## src/rtl/sse_pkg.sv

```systemverilog
package sse_pkg;
  localparam int DIV_W = 3;

  typedef enum logic [1:0] {
    SEL_CTRL  = 2'd0,
    SEL_COUNT = 2'd1,
    SEL_DATA  = 2'd2,
    SEL_MODE  = 2'd3
  } wr_sel_e;

  typedef struct packed {
    logic [DIV_W-1:0] div_exp;
    logic             src_ext;
    logic             bypass;
    logic             oe;
    logic             srst;
  } ctrl_t;

  localparam ctrl_t CTRL_RST = '{div_exp: '0, src_ext: 1'b0, bypass: 1'b0, oe: 1'b0, srst: 1'b1};
endpackage

```

## src/rtl/sse_clkdiv.sv

```systemverilog
module sse_clkdiv #(
  parameter int EXP_W = 3
) (
  input  logic             clk,
  input  logic             rst,
  input  logic             run,
  input  logic             src_ext,
  input  logic             ext_tick,
  input  logic [EXP_W-1:0] div_exp,
  output logic             tick
);
  localparam int CW = (1 << EXP_W) - 1;

  logic [CW-1:0] cnt_q;
  logic [CW-1:0] mask;
  logic          pulse;

  assign pulse = src_ext ? ext_tick : 1'b1;
  assign mask  = ~({CW{1'b1}} << div_exp);
  assign tick  = run && pulse && ((cnt_q & mask) == mask);

  always_ff @(posedge clk) begin
    if (rst || !run) cnt_q <= '0;
    else if (pulse)  cnt_q <= cnt_q + 1'b1;
  end

  // with a divided internal source, half-period ticks never come back to back
  p_tick_gap_r7: assert property (@(posedge clk) disable iff (rst || !run)
    (tick && !src_ext && div_exp != '0) |=> (!tick || div_exp != $past(div_exp) || $past(src_ext) != src_ext));
endmodule

```

## src/rtl/sse_shifter.sv

```systemverilog
module sse_shifter #(
  parameter int DW        = 8,
  parameter int CNT_W     = 5,
  parameter bit MSB_FIRST = 1'b1
) (
  input  logic             clk,
  input  logic             rst,
  input  logic             srst,
  input  logic             tick,
  input  logic             manual,
  input  logic             cnt_wr,
  input  logic [CNT_W-1:0] cnt_val,
  input  logic             data_wr,
  input  logic [DW-1:0]    data_val,
  input  logic             flag_clr,
  input  logic             sda_in,
  output logic [DW-1:0]    sr_q,
  output logic             scl_q,
  output logic             lat_q,
  output logic             flag_q,
  output logic             busy_q,
  output logic             out_bit
);
  logic [CNT_W-1:0] cnt_q;
  logic [DW-1:0]    sr_next;
  logic             stretch;

  generate
    if (MSB_FIRST) begin : g_msb
      assign sr_next = {sr_q[DW-2:0], sda_in};
      assign out_bit = sr_q[DW-1];
    end else begin : g_lsb
      assign sr_next = {sda_in, sr_q[DW-1:1]};
      assign out_bit = sr_q[0];
    end
  endgenerate

  assign stretch = flag_q & manual;

  always_ff @(posedge clk) begin
    if (rst) begin
      sr_q   <= '0;
      lat_q  <= 1'b1;
      scl_q  <= 1'b1;
      flag_q <= 1'b0;
      busy_q <= 1'b0;
      cnt_q  <= '0;
    end else begin
      // output latch is transparent only while the serial clock is low
      if (!scl_q) lat_q <= out_bit;
      if (srst) begin
        scl_q  <= 1'b1;
        flag_q <= 1'b0;
        busy_q <= 1'b0;
        cnt_q  <= '0;
      end else begin
        if (flag_clr) flag_q <= 1'b0;
        if (tick) begin
          if (busy_q) begin
            if (scl_q) begin
              scl_q <= 1'b0;
            end else if (!stretch) begin
              scl_q <= 1'b1;
              sr_q  <= sr_next;
              cnt_q <= cnt_q - 1'b1;
              if (cnt_q == CNT_W'(1)) begin
                busy_q <= 1'b0;
                flag_q <= 1'b1;
              end
            end
          end else begin
            scl_q <= !stretch;
          end
        end
        if (cnt_wr) begin
          cnt_q  <= cnt_val;
          busy_q <= (cnt_val != '0);
          if (!manual) flag_q <= 1'b0;
        end
      end
      if (data_wr) sr_q <= data_val;
    end
  end

  // a non-zero count write arms the engine
  p_start_r1: assert property (@(posedge clk) disable iff (rst || srst)
    (cnt_wr && cnt_val != '0) |=> busy_q);

  // the end of a counted transfer leaves the flag raised
  p_done_flag_r2: assert property (@(posedge clk) disable iff (rst || srst)
    ($fell(busy_q) && !$past(cnt_wr)) |-> flag_q);

  // in hold mode a pending flag keeps the serial clock low
  p_stretch_low_r3: assert property (@(posedge clk) disable iff (rst || srst)
    (flag_q && manual && !scl_q) |=> !scl_q);

  // driven data does not move during a high clock phase
  p_latch_hold_r6: assert property (@(posedge clk) disable iff (rst)
    (scl_q && $past(scl_q)) |-> $stable(lat_q));
endmodule

```

## src/rtl/sse_sda_out.sv

```systemverilog
module sse_sda_out (
  input  logic oe,
  input  logic bypass,
  input  logic msb,
  input  logic lat,
  output logic pull_low
);
  logic level;

  assign level    = bypass ? msb : lat;
  assign pull_low = oe & ~level;

  // the line is never pulled without the output enable
  always_comb begin
    p_no_drive_r5: assert (!pull_low || oe);
  end
endmodule

```

## src/rtl/ser_shift_engine.sv

```systemverilog
module ser_shift_engine
  import sse_pkg::*;
#(
  parameter int DW    = 8,
  parameter int CNT_W = 5
) (
  input  logic          clk,
  input  logic          rst,
  input  logic          wr_en,
  input  logic [1:0]    wr_sel,
  input  logic [DW-1:0] wr_data,
  input  logic          ext_tick,
  input  logic          sda_in,
  output logic          sda_pull_low,
  output logic          scl_out,
  output logic          flag_out,
  output logic [DW-1:0] rd_data
);
  localparam int CTRL_W = $bits(ctrl_t);

  ctrl_t ctrl_q;
  logic  manual_q;
  logic  cnt_wr, data_wr, flag_clr, tick;
  logic  lat, busy, out_bit;

  assign cnt_wr   = wr_en && (wr_sel == SEL_COUNT);
  assign data_wr  = wr_en && (wr_sel == SEL_DATA);
  assign flag_clr = wr_en && (wr_sel == SEL_MODE) && wr_data[1];

  always_ff @(posedge clk) begin
    if (rst) begin
      ctrl_q   <= CTRL_RST;
      manual_q <= 1'b0;
    end else if (wr_en) begin
      case (wr_sel_e'(wr_sel))
        SEL_CTRL: ctrl_q   <= ctrl_t'(wr_data[CTRL_W-1:0]);
        SEL_MODE: manual_q <= wr_data[0];
        default:  ;
      endcase
    end
  end

  sse_clkdiv #(.EXP_W(DIV_W)) u_div (
    .clk     (clk),
    .rst     (rst),
    .run     (!ctrl_q.srst),
    .src_ext (ctrl_q.src_ext),
    .ext_tick(ext_tick),
    .div_exp (ctrl_q.div_exp),
    .tick    (tick)
  );

  sse_shifter #(.DW(DW), .CNT_W(CNT_W), .MSB_FIRST(1'b1)) u_shift (
    .clk     (clk),
    .rst     (rst),
    .srst    (ctrl_q.srst),
    .tick    (tick),
    .manual  (manual_q),
    .cnt_wr  (cnt_wr),
    .cnt_val (wr_data[CNT_W-1:0]),
    .data_wr (data_wr),
    .data_val(wr_data),
    .flag_clr(flag_clr),
    .sda_in  (sda_in),
    .sr_q    (rd_data),
    .scl_q   (scl_out),
    .lat_q   (lat),
    .flag_q  (flag_out),
    .busy_q  (busy),
    .out_bit (out_bit)
  );

  sse_sda_out u_sda (
    .oe      (ctrl_q.oe),
    .bypass  (ctrl_q.bypass),
    .msb     (out_bit),
    .lat     (lat),
    .pull_low(sda_pull_low)
  );

  // soft reset keeps the engine idle with the clock high
  p_srst_idle_r9: assert property (@(posedge clk) disable iff (rst)
    ($past(ctrl_q.srst) && ctrl_q.srst) |-> (scl_out && !busy && !flag_out));

  // count writes never alter the hold-mode setting
  p_mode_kept_r10: assert property (@(posedge clk) disable iff (rst)
    $past(cnt_wr) |-> (manual_q == $past(manual_q)));
endmodule

```

## config.mk

```make
export PLATFORM = sky130hd
export DESIGN_NAME = ser_shift_engine
export DESIGN_NICKNAME = d
export VERILOG_FILES = /design/src/rtl/sse_pkg.sv /design/src/rtl/sse_clkdiv.sv /design/src/rtl/sse_shifter.sv /design/src/rtl/sse_sda_out.sv /design/src/rtl/ser_shift_engine.sv
export SDC_FILE = /design/constraint.sdc
export NUM_CORES = 1
export LEC_CHECK = 0
export BUFFER_PORTS_ARGS = -buffer_cell sky130_fd_sc_hd__buf_2
export CORE_MARGIN = 2
export CORE_UTILIZATION = 45
export CTS_CLUSTER_DIAMETER = 200
export DETAILED_ROUTE_END_ITERATION = 10
export MAX_ROUTING_LAYER = met4
export PLACE_DENSITY = 0.76
export SYNTH_ARGS = -nofsm -noshare
export SYNTH_HDL_FRONTEND = slang
export SYNTH_SLANG_ARGS = --single-unit
```

## constraint.sdc

```tcl
create_clock -name clk -period 2.3 [get_ports clk]
set_input_delay 0.46 -clock clk [delete_from_list [all_inputs] [get_ports clk]]
set_output_delay 0.46 -clock clk [all_outputs]
set_load 0.02 [all_outputs]
```

* Word level (Yosys, flattened, before mapping)
Index checks and enable logic that the tools add are counted.
** Operators by class
- Add/sub/neg operators :: 2
- Multipliers :: 0
- Divide/modulo/power cells :: 0
- Order comparisons :: 0
- Equality and inequality tests :: 10
- Shift operators :: 1
- Muxes and demuxes :: 30
- Bitwise operators :: 5
- Reductions and logical operators :: 20
** Operators by type and width (number)
- two-way mux 8 bit :: 6
- two-way mux 5 bit :: 5
- two-way mux 1 bit :: 19
- != test 2 bit (second input constant) :: 4
- nonzero test 2 bit :: 4
- adder 7 x 1 -> 7 bit (second input constant) :: 1
- AND 7 bit :: 1
- == test 7 bit :: 1
- NOT 7 bit :: 1
- left shift 7 x 3 -> 7 bit (first input constant) :: 1
- logical AND 1 bit :: 6
- == test 5 x 1 -> 1 bit (second input constant) :: 1
- AND reduction 5 bit :: 1
- nonzero test 5 bit :: 1
- subtractor 5 x 1 -> 5 bit (second input constant) :: 1
- == test 2 bit (second input constant) :: 2
- AND reduction 2 bit :: 2
- AND reduction 4 bit :: 1
- AND 1 bit :: 2
- == test 2 x 1 -> 1 bit (second input constant) :: 1
- zero test 1 bit :: 2
- zero test 2 bit :: 1
- != test 2 x 1 -> 1 bit (second input constant) :: 1
- OR reduction 2 bit :: 1
- other kinds (2) :: 2
** Word-level totals
- Bits in registers :: 32
- Latch bits :: 0
- Bits in writable memories :: 0
- Memory bits (read-only) :: 0
- Input bits :: 15
- Output and inout bits :: 11
- Memories :: 0

* Depth between registers and ports, before layout
Gate-level depths: netlist of run 1.
- Depth after elaboration :: 11
- Depth in mapped cells :: 8
- Depth with buffers taken out :: 5

* Cells and area by module
Synthesis of run 1 repeated with hierarchy kept, for this count alone.
** Unflattened totals
- Cells, all modules :: 190
- Area, all modules :: 1680.4 µm²
** Modules (own cells, without submodules)
- sse_shifter :: instances 1, cells each 102, area an instance 894.6 µm², seq. area each 340.3 µm²
- ser_shift_engine :: instances 1, cells each 42, area an instance 397.9 µm², seq. area each 160.2 µm²
- sse_clkdiv :: instances 1, cells each 44, area an instance 371.6 µm², seq. area each 140.1 µm²
- sse_sda_out :: instances 1, cells each 2, area an instance 16.3 µm², seq. area each 0.0 µm²

* Worst setup path before layout of run 1
Ideal clock, no wire load.
- Path type :: input-to-reg
- Start :: in ext_tick
- End :: reg u_shift.cnt_q[4]
- Arrival :: 1821 ps
- Required time :: 2226 ps
- Setup slack :: 405 ps
- Stages :: 7
- Path through :: nand2b_1 buf_2 nand2b_1 a221o_1 buf_6 or4_1 a31oi_1
** Between the ends
- Longest elaborated chain between the ends :: 5
** RTL lines
- start, declared :: line ser_shift_engine.sv:12 : input logic ext_tick,
- two-way mux 1 bit :: line sse_clkdiv.sv:18 : assign pulse = src_ext ? ext_tick : 1'b1;
- logical AND 1 bit (2 in a row) :: line sse_clkdiv.sv:20 : assign tick = run && pulse && ((cnt_q & mask) == mask);
- nonzero test 2 bit (no line)
- AND reduction 4 bit (no line)
- end signal, assigned :: line sse_shifter.sv:65 : cnt_q <= cnt_q - 1'b1;
- end signal, assigned :: line sse_shifter.sv:76 : cnt_q <= cnt_val;
- end, declared :: line sse_shifter.sv:24 : logic [CNT_W-1:0] cnt_q;
No other way between the ends.
A chain may end at the register's enable or synchronous reset.

* Worst setup path after layout of run 1
- Start :: reg u_div.cnt_q[2]
- End :: reg u_shift.cnt_q[4]
** Between the ends
- Longest elaborated chain between the ends :: 5
** RTL lines
- start, declared :: line sse_clkdiv.sv:14 : logic [CW-1:0] cnt_q;
- start signal, assigned :: line sse_clkdiv.sv:24 : else if (pulse) cnt_q <= cnt_q + 1'b1;
- AND 7 bit :: line sse_clkdiv.sv:20
- == test 7 bit :: line sse_clkdiv.sv:20
- logical AND 1 bit :: line sse_clkdiv.sv:20
- nonzero test 2 bit (no line)
- AND reduction 4 bit (no line)
No other way between the ends.

==> results.toml, run 1 <==
[status]
status = "finished, final reports clean"

[critical_path]
critical_path_buf_inv_count = 0
worstPathArrival_ns = 2.17
worst-path-max-fanout = 12
cpMaxStageDelayCell = "or4_1"
ff2ff_path_depth = 4
max_stage_delay_ns = 0.54
rr_endpoint = "u_shift.cnt_q[4]"
cp_top_family = "compound AO/OA/AOI/OAI gates"
r2r_start = "u_div.cnt_q[2]"
path_class = "reg2reg"
end_kind = "register"
critPathLaunchType = "register"
crit_required_ns = 2.57
crit_chain = "o21ai_1, a221o_1, or4_1, a31oi_1"
regToRegSetupSlack_ns = 0.39

[placement]
io_buffers = 25
gp_congestion = 0.7870
dpl.hpwl_mm = 2.581

[synthesis]
synth_top_cell_by_area = "dfxtp_1"
ys_ff_latch = 32
synth_area_leaders = "dfxtp_1, nor2_1, o21ai_0, mux2i_1, a311oi_1"
synth_top_family_by_area = "compound AO/OA/AOI/OAI gates"
synthXorXnorAreaFrac_pct = 2.789
synth_nets = 201
ys_async_sr_fraction_pct = 0
muxShareOfSynthArea_pct = 5.100
seq_area_frac_synth_pct = 40.80
synth_edf_count = 0
syn_inst = 183
yosysMostFrequentCell = "dfxtp_1"
ys_types = 44
synth-adder-area-share_pct = 2.390
yosys.area_share.simple_pct = 21.27
netlist_area_sq_um = 1570
synth_ff_type = "dfxtp_1"
synthTopCellsByCount = "dfxtp_1, nor2_1, o21ai_0"
syn-mean-instance-area_sq_um = 8.581
synth_top_area_share_pct = 40.80
ys.warnings.count = 0
synth_compound_area_share_pct = 22.47

[floorplan]
die-area_sq_um = 3978
rows = 21
die_w_um = 63.07
ios = 26
core_sq_um = 3337
die-height_um = 63.07
initial_core_util_pct = 47.06

[worst_hold_path]
worstHoldPathCells = 3
hold_class = "in2reg"
hp-start = "wr_data[5]"
min_to = "ctrl_q[5]"

[timing]
tightest_slew_ns = 0.5594
fin_worst_skew_ns = 0.005474
slew_headroom_pct = 62.59
period_share_pct = 82.90
slew_violations = 0
final_hold_viol_count = 0
tns_ns = 0
max_freq_mhz = 524.5
setup_viol = 0
fin_crit_ns = 1.907
rsz0062_at_grt = "no"

[clock_network]
clock_sinks = 32
numCtsBuffers = 5
cts_buffer_depth = 2
cts_setup_buffers = 0
clock_latency_ns = 0.34
clk_transition_reported_paths_ns = 0.10
cts_hold_buf = 0
tritoncts = "yes"
cts_max_level = 2
cts-resized-gates = 0
clock-root-buffer = "clkbuf_4"

[route]
drtIter0Drc = 66
vias = 1487
dr.pass1.iters = 4
drc = 0
ant_nets = 0
wl_per_cell_um = 14.11
routed_wl_mm = 3.599
vias_per_cell = 5.831

[global_routing]
grt_pass1_wl_mm = 6.389
grt_max_degree = 20
antenna_found_initial = 0
grt_use_total_pct = 21.03
grt-ovfl-total = 0
grt_pass1_vias = 1349

[finish]
fillers = 323
fin_nets = 226
register_area_sq_um = 640.6
drive_gt1_share_pct = 19.62
num_antenna_cells = 0
multi_input_area_sq_um = 848.3
synthToLayoutAreaGrowth_pct = 16.33

[power]
power_density_nw_per_um2 = 639.8
power.total_w = 0.001169
ir_drop_mv = 0.4043
leakage_nw = 0.6977

[job]
timing.max_cap.violations = 0
-- registers in the layout, summed over array words and instances (netlist names), 5 cells and up --
register,flops
u_shift.sr_q,8
ctrl_q,7
u_div.cnt_q,7
u_shift.cnt_q,5
-- routing by layer --
metal  share of wire [%]  vias up  track usage (%)  routed length (um)
li1                    -      728                -                   -
met1                  45      697            26.56                1605
met2                  48       53            32.31                1718
met3                 5.8        9            5.536                 209
met4                 1.8        0            7.778                  65
met5                   0        -                -                   0
-- how the worst max path moves through the flow --
stage	startpoint	endpoint	slack (ns)	cells past startpoint
after floorplan	ext_tick	u_shift.cnt_q[4]	0.41	7
after global placement	ext_tick	u_shift.cnt_q[3]	0.42	6
after detailed placement	ext_tick	u_shift.cnt_q[3]	0.38	6
after CTS	u_div.cnt_q[2]	u_shift.cnt_q[4]	0.41	4
after global routing	u_div.cnt_q[0]	u_shift.cnt_q[4]	0.24	6
final	u_div.cnt_q[2]	u_shift.cnt_q[4]	0.39	4
-- per-stage QoR --
step	utilization, %	hold slack, ns	setup slack, ns	cell area, sq um	instances
after floorplan	-	0.4384	0.4053	1570	183
after global routing	54.74	0.3766	0.2352	1827	255
after CTS	54.74	0.3631	0.4106	1827	255
final	54.74	0.3738	0.3933	1827	255
after detailed placement	51.89	0.4577	0.3762	1732	247
after global placement	51.89	0.4514	0.4171	1732	247
-- power breakdown --
| part | internal, W | switching [W] | leakage [nW] |
|---|---|---|---|
| logic | 0.0000379 | 0.0000596 | 0.387 |
| registers | 0.000568 | 0.0000115 | 0.260 |
| clock network | 0.000289 | 0.000204 | 0.0515 |
| total | 0.000894 | 0.000275 | 0.698 |
-- cell usage in the layout (no fill, tap or decap), types with 3 or more instances in the layout --
cell and count:
nand2_1 6, buf_4 5, o21ai_0 17, inv_1 5, clkbuf_4 5, a311oi_1 8, ha_1 3, o31ai_1 3
nand3_1 11, buf_2 25, a31oi_1 4, nor2_1 25, mux2i_1 8, xor2_1 3, dfxtp_1 32, nand2b_1 3
or4_1 4, nand4_1 5, a21oi_1 4
-- layout make-up --
type                    count  share of cell area (%)
well taps                  46                   3.151
clock buffers               7                   3.562
flip-flops and latches     32                   35.07
multi-input cells         133                   46.44
clock inverters             1                   1.644
repair buffers             30                   8.904
inverters                   6                   1.233
-- worst register-to-register path, stage by stage, from the launching register on --
cell	delay (ns)
dfxtp_1	0.46
o21ai_1	0.15
a221o_1	0.51
or4_1	0.54
a31oi_1	0.18
-- kinds of logic after synthesis --
logic type	Yosys count
AO/OA/AOI/OAI	51
flip-flops	32
multiplexers	8
adder cells (fa/ha/maj)	3
buffers and inverters	18
AND/OR/NAND/NOR	66
XOR/XNOR	5
Power figures use the tool's default switching activity.
==> run 2, diff against run 1 <==
==> constraint.sdc (replaced) <==
create_clock -name clk -period 2 [get_ports clk]
set_input_delay 0.4 -clock clk [delete_from_list [all_inputs] [get_ports clk]]
set_output_delay 0.4 -clock clk [all_outputs]
set_load 0.02 [all_outputs]
==> run 2 against run 1 <==
Combinational power up 18%. Sequential cell count stayed put. Largest power group unchanged. Critical path type unchanged. Clock skew fell by 0.00051 ns. Critical endpoint is now u_shift.cnt_q[3].
==> results.toml, run 2 (synthesis gave the netlist of run 1 again) <==
[clock_network]
clk_transition_reported_paths_ns = 0.10
cts_hold_buf = 0
cts_setup_buffers = 0
cts-resized-gates = 0
clock_latency_ns = 0.33
numCtsBuffers = 5
tritoncts = "yes"
cts_buffer_depth = 2
clock-root-buffer = "clkbuf_4"
clock_sinks = 32
cts_max_level = 2

[finish]
finish.utilization_pct = 55.42
final_cell_mix = "dfxtp_1, nor2_1, buf_2, o21ai_0, nand3_1"
drive_gt1_share_pct = 20.75
regMostFlops = "u_shift.sr_q"
reg.largest.list = "u_shift.sr_q: 8 flops, ctrl_q: 7 flops, u_div.cnt_q: 7 flops"
synthToLayoutAreaGrowth_pct = 17.77
fillers = 322
mostFrequentLayoutCell = "dfxtp_1"
num_antenna_cells = 0
fin_nets = 229
largest_reg_flops = 8

[timing]
fin_worst_skew_ns = 0.004967
tns_ns = 0
fin_crit_ns = 1.794
rsz0062_at_grt = "no"
final_hold_viol_count = 0
tightest_slew_ns = 0.5586
slew_violations = 0
slew_headroom_pct = 62.65
max_freq_mhz = 557.5
whs_ns = 0.3227
period_share_pct = 89.68
setup_viol = 0

[placement]
dpl.hpwl_mm = 2.714
gp_congestion = 0.7810
io_buffers = 25

[route]
drtIter0Drc = 91
routed_wl_mm = 3.700
vias_per_cell = 5.733
route.met3.wl_um = 204
top_layer_used = "met4"
wl_per_cell_um = 14.34
wl_met1_mm = 1.728
dr.pass1.iters = 4
drc = 0
vias = 1479
ant_nets = 0
wl_met2_mm = 1.698

[global_routing]
antenna_found_initial = 0
grt_pass1_vias = 1385
grt-ovfl-total = 0
grt_pass1_wl_mm = 6.465
grt_max_degree = 20
grt_use_total_pct = 21.02

[floorplan]
initial_core_util_pct = 47.06
die_w_um = 63.07
die-height_um = 63.07
rows = 21
core_sq_um = 3337
die-area_sq_um = 3978
ios = 26

[critical_path]
end_kind = "register"
worstPathArrival_ns = 2.06
worst-path-max-fanout = 6
cp-startpoint = "u_div.cnt_q[0]"
r2r_start = "u_div.cnt_q[0]"
crit_required_ns = 2.26
critPathLaunchType = "register"
path_class = "reg2reg"

[power]
leakage_nw = 0.7115
ir_drop_mv = 0.4800
p_clk_share_pct = 41.7
power_density_nw_per_um2 = 724.4
netSwitchingPower_w = 0.0003103
p_int_w = 0.001029
switching_share_pct = 23.16
seqPwrFrac_pct = 49.7
combPwrFrac_pct = 8.6

[worst_hold_path]
hp-start = "wr_data[6]"
hold_class = "in2reg"

[job]
timing.max_cap.violations = 0

[status]
status = "finished, final reports clean"
[run 2: stage by stage]
stage,worst slack (ns),total power (W),area [sq um],cells
after detailed placement,0.2214,0.0007940,1754,250
after floorplan,0.1653,0.0007488,1570,183
after CTS,0.2243,0.001347,1849,258
final,0.2064,0.001340,1849,258
after global placement,0.2568,0.0007934,1754,250
after global routing,0.05703,0.001401,1849,258
[run 2: cell type report]
type	count	area [sq um]	share of cell area (%)
Multi-Input combinational cell	133	848.3	45.87
Sequential cell	32	640.6	34.64
Inverter	6	22.52	1.218
Clock buffer	7	65.06	3.518
Clock inverter	1	30.03	1.624
Timing Repair Buffer	33	185.2	10.01
Tap cell	46	57.56	3.112
[run 2: worst max-delay path, cell delays in order, from the launching register on]
cell and delay [ns]:
dfxtp_1 0.44, o21ai_1 0.14, a221o_1 0.45, or4_1 0.52, a31oi_1 0.18
[run 2: per-layer routing]
layer,track usage (%),up-vias
met5,-,-
met4,10.56,0
met3,4.464,9
met2,32.18,50
met1,26.20,686
li1,-,734
[run 2: final timing paths]
path / end / depth (start not counted) / slack, ns
max: u_shift.cnt_q[3] / 4 / 0.21
min: ctrl_q[6] / 3 / 0.32
max reg2reg: u_shift.cnt_q[3] / 4 / 0.21
min reg2reg: u_shift.lat_q / 1 / 0.48
[run 2: power by group through the flow]
stage | registers [W] | logic (W) | clock network, W
final | 0.000666 | 0.000115 | 0.000559
after global routing | 0.000669 | 0.000127 | 0.000606
after CTS | 0.000666 | 0.000114 | 0.000567
after detailed placement | 0.000681 | 0.000113 | 0
after global placement | 0.000681 | 0.000113 | 0
after floorplan | 0.000686 | 0.0000623 | 0
